--- config.mk ---
export PLATFORM = sky130hd
export DESIGN_NAME = rsd_adder
export DESIGN_NICKNAME = d
export VERILOG_FILES = /design/src/rtl/rsd_pkg.sv /design/src/rtl/rsd_split.sv /design/src/rtl/rsd_combine.sv /design/src/rtl/rsd_to_binary.sv /design/src/rtl/rsd_adder.sv
export SDC_FILE = /design/constraint.sdc
export NUM_CORES = 1
export LEC_CHECK = 0
export BUFFER_PORTS_ARGS = -buffer_cell sky130_fd_sc_hd__buf_4
export CORE_AREA = 2 2 77 61
export DETAILED_ROUTE_END_ITERATION = 10
export DIE_AREA = 0 0 79 63
export PLACE_DENSITY = 0.75
export SYNTH_ARGS = -nofsm -noshare
export SYNTH_HDL_FRONTEND = slang
export SYNTH_SLANG_ARGS = --single-unit
export TNS_END_PERCENT = 1
--- constraint.sdc ---
create_clock -name vclk -period 10.6
set_input_delay 0.53 -clock vclk [all_inputs]
set_output_delay 0.53 -clock vclk [all_outputs]
set_load 0.05 [all_outputs]
--- src/rtl/rsd_pkg.sv ---
package rsd_pkg;
   typedef logic [1:0] rsd_dig_t;

   localparam rsd_dig_t RSD_ZERO = 2'b00;
   localparam rsd_dig_t RSD_POS  = 2'b10;
   localparam rsd_dig_t RSD_NEG  = 2'b01;

   // digit code -> small signed integer; code 11 reads as zero
   function automatic logic signed [2:0] dig_to_int(input rsd_dig_t d);
      logic signed [2:0] v;
      if (d[1] && !d[0])      v = 3'sd1;
      else if (d[0] && !d[1]) v = -3'sd1;
      else                    v = 3'sd0;
      return v;
   endfunction

   // small signed integer (-1..+1) -> digit code
   function automatic rsd_dig_t int_to_dig(input logic signed [2:0] v);
      rsd_dig_t d;
      if (v > 0)      d = RSD_POS;
      else if (v < 0) d = RSD_NEG;
      else            d = RSD_ZERO;
      return d;
   endfunction

   function automatic logic is_neg(input rsd_dig_t d);
      return d[0] && !d[1];
   endfunction
endpackage

--- src/rtl/rsd_split.sv ---
module rsd_split
   import rsd_pkg::*;
(
   input  rsd_dig_t xd,
   input  rsd_dig_t yd,
   input  logic     lo_nonneg,
   output rsd_dig_t w,
   output rsd_dig_t t
);
   logic signed [2:0] p;

   always_comb begin
      p = dig_to_int(xd) + dig_to_int(yd);
      w = RSD_ZERO;
      t = RSD_ZERO;
      case (p)
         3'sd2:  begin t = RSD_POS; w = RSD_ZERO; end
         -3'sd2: begin t = RSD_NEG; w = RSD_ZERO; end
         3'sd1: begin
            if (lo_nonneg) begin t = RSD_POS;  w = RSD_NEG; end
            else           begin t = RSD_ZERO; w = RSD_POS; end
         end
         -3'sd1: begin
            if (lo_nonneg) begin t = RSD_ZERO; w = RSD_NEG; end
            else           begin t = RSD_NEG;  w = RSD_POS; end
         end
         default: begin t = RSD_ZERO; w = RSD_ZERO; end
      endcase
   end
endmodule

--- src/rtl/rsd_combine.sv ---
module rsd_combine
   import rsd_pkg::*;
(
   input  rsd_dig_t w,
   input  rsd_dig_t tin,
   output rsd_dig_t s
);
   logic signed [2:0] acc;

   always_comb begin
      acc = dig_to_int(w) + dig_to_int(tin);
      s   = int_to_dig(acc);
   end

   // neighbour-driven split choice must keep the digit sum in range
   always_comb begin
      a_r2_digit_in_range: assert (acc >= -3'sd1 && acc <= 3'sd1)
         else $error("digit sum out of range");
   end
endmodule

--- src/rtl/rsd_to_binary.sv ---
module rsd_to_binary #(
   parameter int ND = 4
) (
   input  logic [2*ND-1:0] dig,
   output logic [ND:0]     bin
);
   logic [ND-1:0] pos_w;
   logic [ND-1:0] neg_w;

   for (genvar i = 0; i < ND; i++) begin : g_sep
      assign pos_w[i] = dig[2*i+1] & ~dig[2*i];
      assign neg_w[i] = dig[2*i]   & ~dig[2*i+1];
   end

   assign bin = {1'b0, pos_w} - {1'b0, neg_w};
endmodule

--- src/rtl/rsd_adder.sv ---
module rsd_adder
   import rsd_pkg::*;
#(
   parameter int N_DIGITS = 8
) (
   input  logic [2*N_DIGITS-1:0]     x_dig,
   input  logic [2*N_DIGITS-1:0]     y_dig,
   output logic [2*(N_DIGITS+1)-1:0] s_dig,
   output logic [N_DIGITS+1:0]       s_bin
);
   localparam int SD = N_DIGITS + 1;
   localparam int BW = N_DIGITS + 2;

   if (N_DIGITS < 2) begin : g_bad_width
      $error("rsd_adder: N_DIGITS must be at least 2");
   end

   rsd_dig_t w_a [N_DIGITS];
   rsd_dig_t t_a [N_DIGITS];
   logic     lo_nn [N_DIGITS];

   for (genvar i = 0; i < N_DIGITS; i++) begin : g_pos
      if (i == 0) begin : g_first
         assign lo_nn[i] = 1'b1;
      end else begin : g_rest
         assign lo_nn[i] = !is_neg(x_dig[2*(i-1) +: 2]) && !is_neg(y_dig[2*(i-1) +: 2]);
      end

      rsd_split u_split (
         .xd        (x_dig[2*i +: 2]),
         .yd        (y_dig[2*i +: 2]),
         .lo_nonneg (lo_nn[i]),
         .w         (w_a[i]),
         .t         (t_a[i])
      );

      if (i == 0) begin : g_c0
         rsd_combine u_comb (.w(w_a[i]), .tin(RSD_ZERO), .s(s_dig[2*i +: 2]));
      end else begin : g_cn
         rsd_combine u_comb (.w(w_a[i]), .tin(t_a[i-1]), .s(s_dig[2*i +: 2]));
      end
   end

   assign s_dig[2*N_DIGITS +: 2] = t_a[N_DIGITS-1];

   rsd_to_binary #(.ND(SD)) u_conv (.dig(s_dig), .bin(s_bin));

   // operand converters feeding only the assertions below
   logic [N_DIGITS:0] xv, yv;
   rsd_to_binary #(.ND(N_DIGITS)) u_xconv (.dig(x_dig), .bin(xv));
   rsd_to_binary #(.ND(N_DIGITS)) u_yconv (.dig(y_dig), .bin(yv));

   logic signed [BW-1:0] ref_sum;
   assign ref_sum = $signed({xv[N_DIGITS], xv}) + $signed({yv[N_DIGITS], yv});

   always_comb begin
      a_r3_value_match: assert ($signed(s_bin) == ref_sum)
         else $error("sum value mismatch");
      for (int j = 0; j < SD; j++) begin
         a_r2_no_code11: assert (s_dig[2*j +: 2] != 2'b11)
            else $error("illegal output code");
      end
      if (xv == '0 && yv == '0 && x_dig == y_dig) begin
         a_r6_zero_sum: assert (s_dig == '0 || (|(x_dig & y_dig)))
            else $error("zero inputs gave nonzero sum");
      end
      if (x_dig[2*N_DIGITS-1 -: 2] == RSD_POS && y_dig[2*N_DIGITS-1 -: 2] == RSD_POS) begin
         a_r5_top_pos: assert (s_dig[2*N_DIGITS +: 2] == RSD_POS)
            else $error("top digit not +1");
      end
      if (x_dig[2*N_DIGITS-1 -: 2] == RSD_NEG && y_dig[2*N_DIGITS-1 -: 2] == RSD_NEG) begin
         a_r5_top_neg: assert (s_dig[2*N_DIGITS +: 2] == RSD_NEG)
            else $error("top digit not -1");
      end
   end
endmodule

==> results of run 1 <==
worst paths after layout:
path,start,endpoint,slack (ps)
min,x_dig[12],s_dig[16],1750
max,y_dig[4],s_bin[8],5550
power groups by stage:
| stage | Clock (mW) | Sequential, mW | Combinational [mW] |
|---|---|---|---|
| after global routing | 0 | 0 | 0.723 |
| after global placement | 0 | 0 | 0.668 |
| final | 0 | 0 | 0.674 |
| after detailed placement | 0 | 0 | 0.676 |
| after CTS | 0 | 0 | 0.679 |
| after floorplan | 0 | 0 | 0.510 |
per-stage QoR:
stage,std cells,worst slack [ps],utilization,total power [mW]
after global placement,365,5660,0.586,0.668
final,365,5550,0.586,0.674
after floorplan,257,5320,-,0.510
after global routing,365,5220,0.586,0.723
after detailed placement,365,5550,0.586,0.676
after CTS,365,5530,0.586,0.679
kinds of logic (layout without fill, tap and decap cells):
logic type,count (synthesis),count (layout),synth area share
simple gates,76,76,0.210
buf+inv,69,120,0.135
compound gates,28,28,0.0896
fa+ha+maj,68,68,0.498
other cells,1,1,0.00185
xor+xnor,14,14,0.0606
mux,1,1,0.00494
layout make-up:
cell class / count / area (um^2)
timing repair buffer: 59 / 443
tap: 57 / 71.3
multi-input combinational: 188 / 1750
inverter: 61 / 229
fill: 423 / 1760
layout by cell type (no fill, tap or decap), types with 3 or more instances in the layout:
cell      count
nand2_1       8
nand3_1       6
o21ai_0       7
fa_1         21
nor2b_1       3
and2_1        8
buf_4        59
ha_1         47
xor2_1        8
a21oi_1      10
nor2_1       22
nand2b_1     12
xnor2_1       6
nor3_1        3
inv_1        61
and3_1        4
metal layers:
metal | GRT usage | vias up | routed length (um)
met5 | 0 | - | 0
met1 | 0.196 | 739 | 1690
li1 | - | 902 | -
met3 | 0.0130 | 0 | 186
met2 | 0.268 | 32 | 1750
met4 | 0 | 0 | 0
==> results_dict.tcl, run 1 <==
set metrics [dict create \
    ys_types 39 \
    crit_chain "buf_4, ha_1, inv_1, ha_1, inv_1, fa_1, nand3_1, o21ai_0, nand2b_1, ha_1, inv_1, ha_1, inv_1, fa_1, or4_4, a211o_1, a31oi_1, o31ai_1, xnor2_1, buf_4" \
    drt_pass1_iterations 4 \
    min_period_ps 5050 \
    yosys_warnings 0 \
    grt_pass1_vias 1539 \
    path_depth 20 \
    slowest_delay_ps 600 \
    row_count 21 \
    cts_hold_buf 0 \
    tns_ps 0 \
    grt_antenna_before_repair 0 \
    ctsResizeCount 0 \
    drtIter0Drc 18 \
    fin_area_um2 2490 \
    whs_ps 1750 \
    worstPathMaxFanout 5 \
    placed_area_um2 2490 \
    syn_area_per_cell_um2 7.88 \
    dp_hpwl_mm 3.39 \
    hp-class "input port to output pin" \
    drt-total-wl_mm 3.62 \
    switchingPower_mw 0.455 \
    path_class "input port to output pin" \
    vias_per_cell 4.58 \
    n_antenna_cell 0 \
    vias 1673 \
    coreArea_um2 4260 \
    grt_usage 0.145 \
    yosysTopAreaCell "ha_1" \
    timing.final.crit_share 0.476 \
    grt_pass1_wl_mm 6.20 \
    combPwrFrac 1.000 \
    fmaxAchievable_ghz 0.198 \
    synth_nets 357 \
    cp_slowest_cell "or4_4" \
    critical_path_required_ps 10070 \
    min_path_cells 7 \
    ff_latch_area_um2 0 \
    critPathBufInv 6 \
    leakage_nw 1.42 \
    seqPwrFrac 0 \
    slew_violations 0 \
    gp_congestion 0.786 \
    ys_seq_area_frac 0 \
    die_area_um2 4980 \
    cap_violations 0 \
    synthToLayoutAreaGrowth_pct 23.2 \
    crit_arrival_ps 4520 \
    syn_area_um2 2020 \
    postCtsSetupBuffers 0 \
    crit_family "adder cells" \
    fp.dieW_um 79 \
    pwr_density_cell_nw_per_um2 270 \
    hold_viol_final 0 \
    drc 0 \
    synth_cells 257 \
    synth.most_common_cell "inv_1" \
    netSwitchingFraction 0.675 \
    setup_violations 0 \
    portBuffers 59 \
    clkPwrFrac 0 \
    final_nets 410 \
    seq_cells 0 \
    synth_top_area_frac 0.290 \
    die_h_um 63 \
    start_kind "input port" \
    peakVddDrop_v 0.000206 \
    end_kind "output pin" \
    gr-total-overflow 0 \
    yosys-top-cells-count "inv_1, ha_1, nor2_1" \
    initial_core_util 0.476 \
    synth_area_leaders "ha_1, fa_1, inv_1" \
    ant_nets 0 \
    io_pins 60 \
    rsz0062_at_grt "false" \
    p_int_mw 0.219 \
    grt_max_degree 9 \
    final.clkbuf_count 0 \
    wire_per_inst_um 9.92 \
    status "complete, no violations" \
    drive_gt1_frac 0.218 \
]
No activity file was read; power rests on OpenSTA's default activity.
==> run 2: changes to the inputs <==
Clock period 10.6 ns to 5 ns, I/O delays scaled along.
==> run 2 against run 1 <==
Net effect: clock-buffer cell count unchanged; wire length rose by 1.2%; critical path depth stayed put; design area unchanged; global-route usage is 0.60 points higher; power increased by 110%; setup slack lost 5000 ps; non-clock buffer count stayed put; sequential share of layout area is the same; hold slack worse by 560 ps; first-iteration DRC count is 56% higher; critical path type unchanged; critical endpoint is now s_bin[6]; largest cell class unchanged; largest power group unchanged.
==> results_dict.tcl, run 2 (synthesis gave the netlist of run 1 again) <==
set metrics [dict create \
    status "complete, no violations" \
    cap_violations 0 \
    critPathBufInv 6 \
    drive_gt1_frac 0.218 \
    gr-total-overflow 0 \
    holdPathEnd "s_dig[16]" \
    pwr_density_cell_nw_per_um2 571 \
    wire_per_inst_um 10.0 \
    path_depth 20 \
    ff_latch_area_um2 0 \
    drt_pass1_iterations 4 \
    drtIter0Drc 28 \
    crit_arrival_ps 4200 \
    slowest_delay_ps 600 \
    grt_antenna_before_repair 0 \
    gp_congestion 0.788 \
    drc 0 \
    drt-total-wl_mm 3.67 \
    hp-start "y_dig[12]" \
    placed_area_um2 2490 \
    seq_cells 0 \
    leakage_nw 1.42 \
    die_area_um2 4980 \
    crit_family "adder cells" \
    crit_chain "buf_4, ha_1, inv_1, ha_1, inv_1, fa_1, nand3_1, o21ai_0, nand2b_1, ha_1, inv_1, ha_1, inv_1, fa_1, or4_4, a211o_1, a31oi_1, nor2_1, xnor2_1, buf_4" \
    final.clkbuf_count 0 \
    ant_nets 0 \
    tns_ps 0 \
    final_nets 410 \
    hp-class "input port to output pin" \
    io_pins 60 \
    grt_pass1_vias 1600 \
    vias_per_cell 4.64 \
    critical_path_required_ps 4750 \
    initial_core_util 0.476 \
    final_common_cell "inv_1" \
    grt_usage 0.151 \
    utilization 0.586 \
    synthToLayoutAreaGrowth_pct 23.2 \
    fin_area_um2 2490 \
    rsz0062_at_grt "false" \
    fmaxAchievable_ghz 0.225 \
    path_class "input port to output pin" \
    fp.dieW_um 79 \
    ctsResizeCount 0 \
    multi_input_area_um2 1750 \
    vias 1694 \
    postCtsSetupBuffers 0 \
    worstPathMaxFanout 5 \
    setup_violations 0 \
    row_count 21 \
    setup_ws_ps 548 \
    grt_max_degree 9 \
    final_cell_mix "inv_1, buf_4, ha_1" \
    dp_hpwl_mm 3.46 \
    coreArea_um2 4260 \
    peakVddDrop_v 0.000416 \
    start_kind "input port" \
    cts_hold_buf 0 \
    cp_slowest_cell "or4_4" \
    die_h_um 63 \
    min_path_cells 7 \
    hold_viol_final 0 \
    slew_violations 0 \
    portBuffers 59 \
    end_kind "output pin" \
    post-place-ws_ps 551 \
    grt_pass1_wl_mm 6.44 \
    n_fill_cell 418 \
    n_antenna_cell 0 \
    min_period_ps 4450 \
    timing.final.crit_share 0.890 \
]
-- run 2: area by class of cell --
cell class,count,share of cell area
inverter,61,0.0918
multi-input combinational,188,0.702
tap,57,0.0286
timing repair buffer,59,0.178
-- run 2: stage by stage --
step | hold WS (ps) | cells | power (mW)
2_1_floorplan | 1100 | 257 | 1.08
3_5_place_dp | 1200 | 365 | 1.43
6_report | 1190 | 365 | 1.42
4_1_cts | 1190 | 365 | 1.44
5_1_grt | 1230 | 365 | 1.54
3_3_place_gp | 1190 | 365 | 1.42
-- run 2: worst max path at each step --
stage / from / end / slack, ps
floorplan: x_dig[3] / s_bin[9] / 280
global placement: y_dig[4] / s_bin[8] / 610
detailed placement: y_dig[5] / s_bin[7] / 550
CTS: y_dig[5] / s_bin[8] / 540
global route: y_dig[5] / s_bin[8] / 200
finish: y_dig[4] / s_bin[6] / 550
-- run 2: power breakdown --
group | switching, mW | total, mW | internal, mW
combinational | 0.959 | 1.42 | 0.465
clock | 0 | 0 | 0
sequential | 0 | 0 | 0
total | 0.959 | 1.42 | 0.465
-- run 2: layer usage --
layer	track usage	vias to the layer above	wire length, um
li1	-	898	-
met1	0.203	768	1690
met2	0.284	28	1830
met3	0.00867	0	141
met4	0	0	0
met5	0	-	0
==> run 3: changes to the inputs <==
Settings changed: CAP_MARGIN from default to 40, CORE_AREA 2 2 77 61 to 2 2 74 58, DIE_AREA 0 0 79 63 to 0 0 76 60, PLACE_DENSITY 0.75 to 0.82, RECOVER_POWER from default to 50.
==> run 3 against run 2 <==
Net effect: global-route usage up 0.36 points; combinational power is essentially flat; critical path depth unchanged; cell count is 0.55% lower; sequential share of layout area is the same; die area is 8.4% lower; design area fell by 2.1%; wire length down 7.3%; critical endpoint is now s_bin[8]; power is 2.4% lower; hold slack better by 180 ps; first-iteration DRC count is 14% higher.
==> results_dict.tcl, run 3 (synthesis gave the netlist of run 1 again) <==
set metrics [dict create \
    rsz0062_at_grt "false" \
    placed_area_um2 2490 \
    coreArea_um2 3880 \
    crit_arrival_ps 4230 \
    slew_violations 0 \
    pwr_density_cell_nw_per_um2 569 \
    gr-total-overflow 0 \
    ff_latch_area_um2 0 \
    status "complete, no violations" \
    dp_hpwl_mm 3.19 \
    met2_usage 0.264 \
    timing.final.crit_share 0.895 \
    critical_path_required_ps 4750 \
    drive_gt1_frac 0.175 \
    drt_pass1_iterations 4 \
    setup_violations 0 \
    vias_per_cell 4.50 \
    ant_nets 0 \
    peakVddDrop_v 0.000387 \
    portBuffers 59 \
    hold_viol_final 0 \
    min_period_ps 4480 \
    vias 1635 \
    drt-total-wl_mm 3.40 \
    busiest_layer "met2" \
    tns_ps 0 \
    leakage_nw 1.36 \
    die_h_um 60 \
    grt_pass1_vias 1464 \
    postCtsSetupBuffers 0 \
    n_fill_cell 355 \
    fp.dieW_um 76 \
    worstPathMaxFanout 6 \
    grt_usage 0.155 \
    n_antenna_cell 0 \
    drtIter0Drc 32 \
    drc 0 \
    die_area_um2 4560 \
    grt_pass1_wl_mm 6.00 \
    met1_usage 0.223 \
    utilization 0.630 \
    relSlewSlack 0.582 \
    final.clkbuf_count 0 \
    met3_usage 0.0257 \
    synthToLayoutAreaGrowth_pct 20.6 \
    hp-class "input port to output pin" \
    cts_hold_buf 0 \
    end_kind "output pin" \
    grt_max_degree 9 \
    path_class "input port to output pin" \
    ctsResizeCount 0 \
    row_count 20 \
    gp_congestion 0.760 \
    cap_violations 0 \
    worstMarginPinSlew_ps 630 \
    start_kind "input port" \
    initial_core_util 0.522 \
    final_cell_mix "inv_1, ha_1, buf_4" \
    grt_antenna_before_repair 0 \
    io_pins 60 \
    final_nets 410 \
    wire_per_inst_um 9.36 \
    final_common_cell "inv_1" \
    fmaxAchievable_ghz 0.223 \
    fin_area_um2 2440 \
    seq_cells 0 \
]
-- run 3: cell type report --
class	count	area, um^2	share of cell area
Multi-Input combinational cell	188	1750	0.717
Inverter	61	229	0.0938
Timing Repair Buffer	59	394	0.161
Tap cell	55	68.8	0.0282
-- run 3: path summary, 6_finish.rpt --
check	from	end	slack, ps	cells after the start
max	y_dig[6]	s_bin[8]	520	20
min	x_dig[12]	s_dig[17]	1360	7
-- run 3: critical path, stage by stage --
cell      delay, ps
buf_4           110
ha_1            270
inv_1            60
ha_1            140
inv_1            50
fa_1            540
nand3_1          90
o21ai_0          80
nand2b_1         80
ha_1            270
inv_1            60
ha_1            170
inv_1            60
fa_1            460
or4_4           550
a211o_1         250
a31oi_1         210
o31ai_1         130
xnor2_1         170
buf_4           230
-- run 3: layer usage --
layer	vias to the layer above	routed length [um]
met2	34	1470
met1	699	1720
li1	902	-
met5	-	0
met3	0	208
met4	0	0
-- run 3: power by group --
group / leakage [nW] / switching [mW] / internal (mW) / total, mW
logic: 1.36 / 0.954 / 0.436 / 1.39
clock network: 0 / 0 / 0 / 0
registers: 0 / 0 / 0 / 0
total: 1.36 / 0.954 / 0.436 / 1.39
-- run 3: metrics by stage --
stage / hold WS, ps / setup slack, ps / total power, mW / std cells
2_1_floorplan: 1100 / 283 / 1.08 / 257
3_3_place_gp: 1200 / 619 / 1.41 / 363
3_5_place_dp: 1200 / 508 / 1.42 / 363
4_1_cts: 1210 / 513 / 1.43 / 363
5_1_grt: 1410 / 247 / 1.50 / 363
6_report: 1360 / 524 / 1.39 / 363
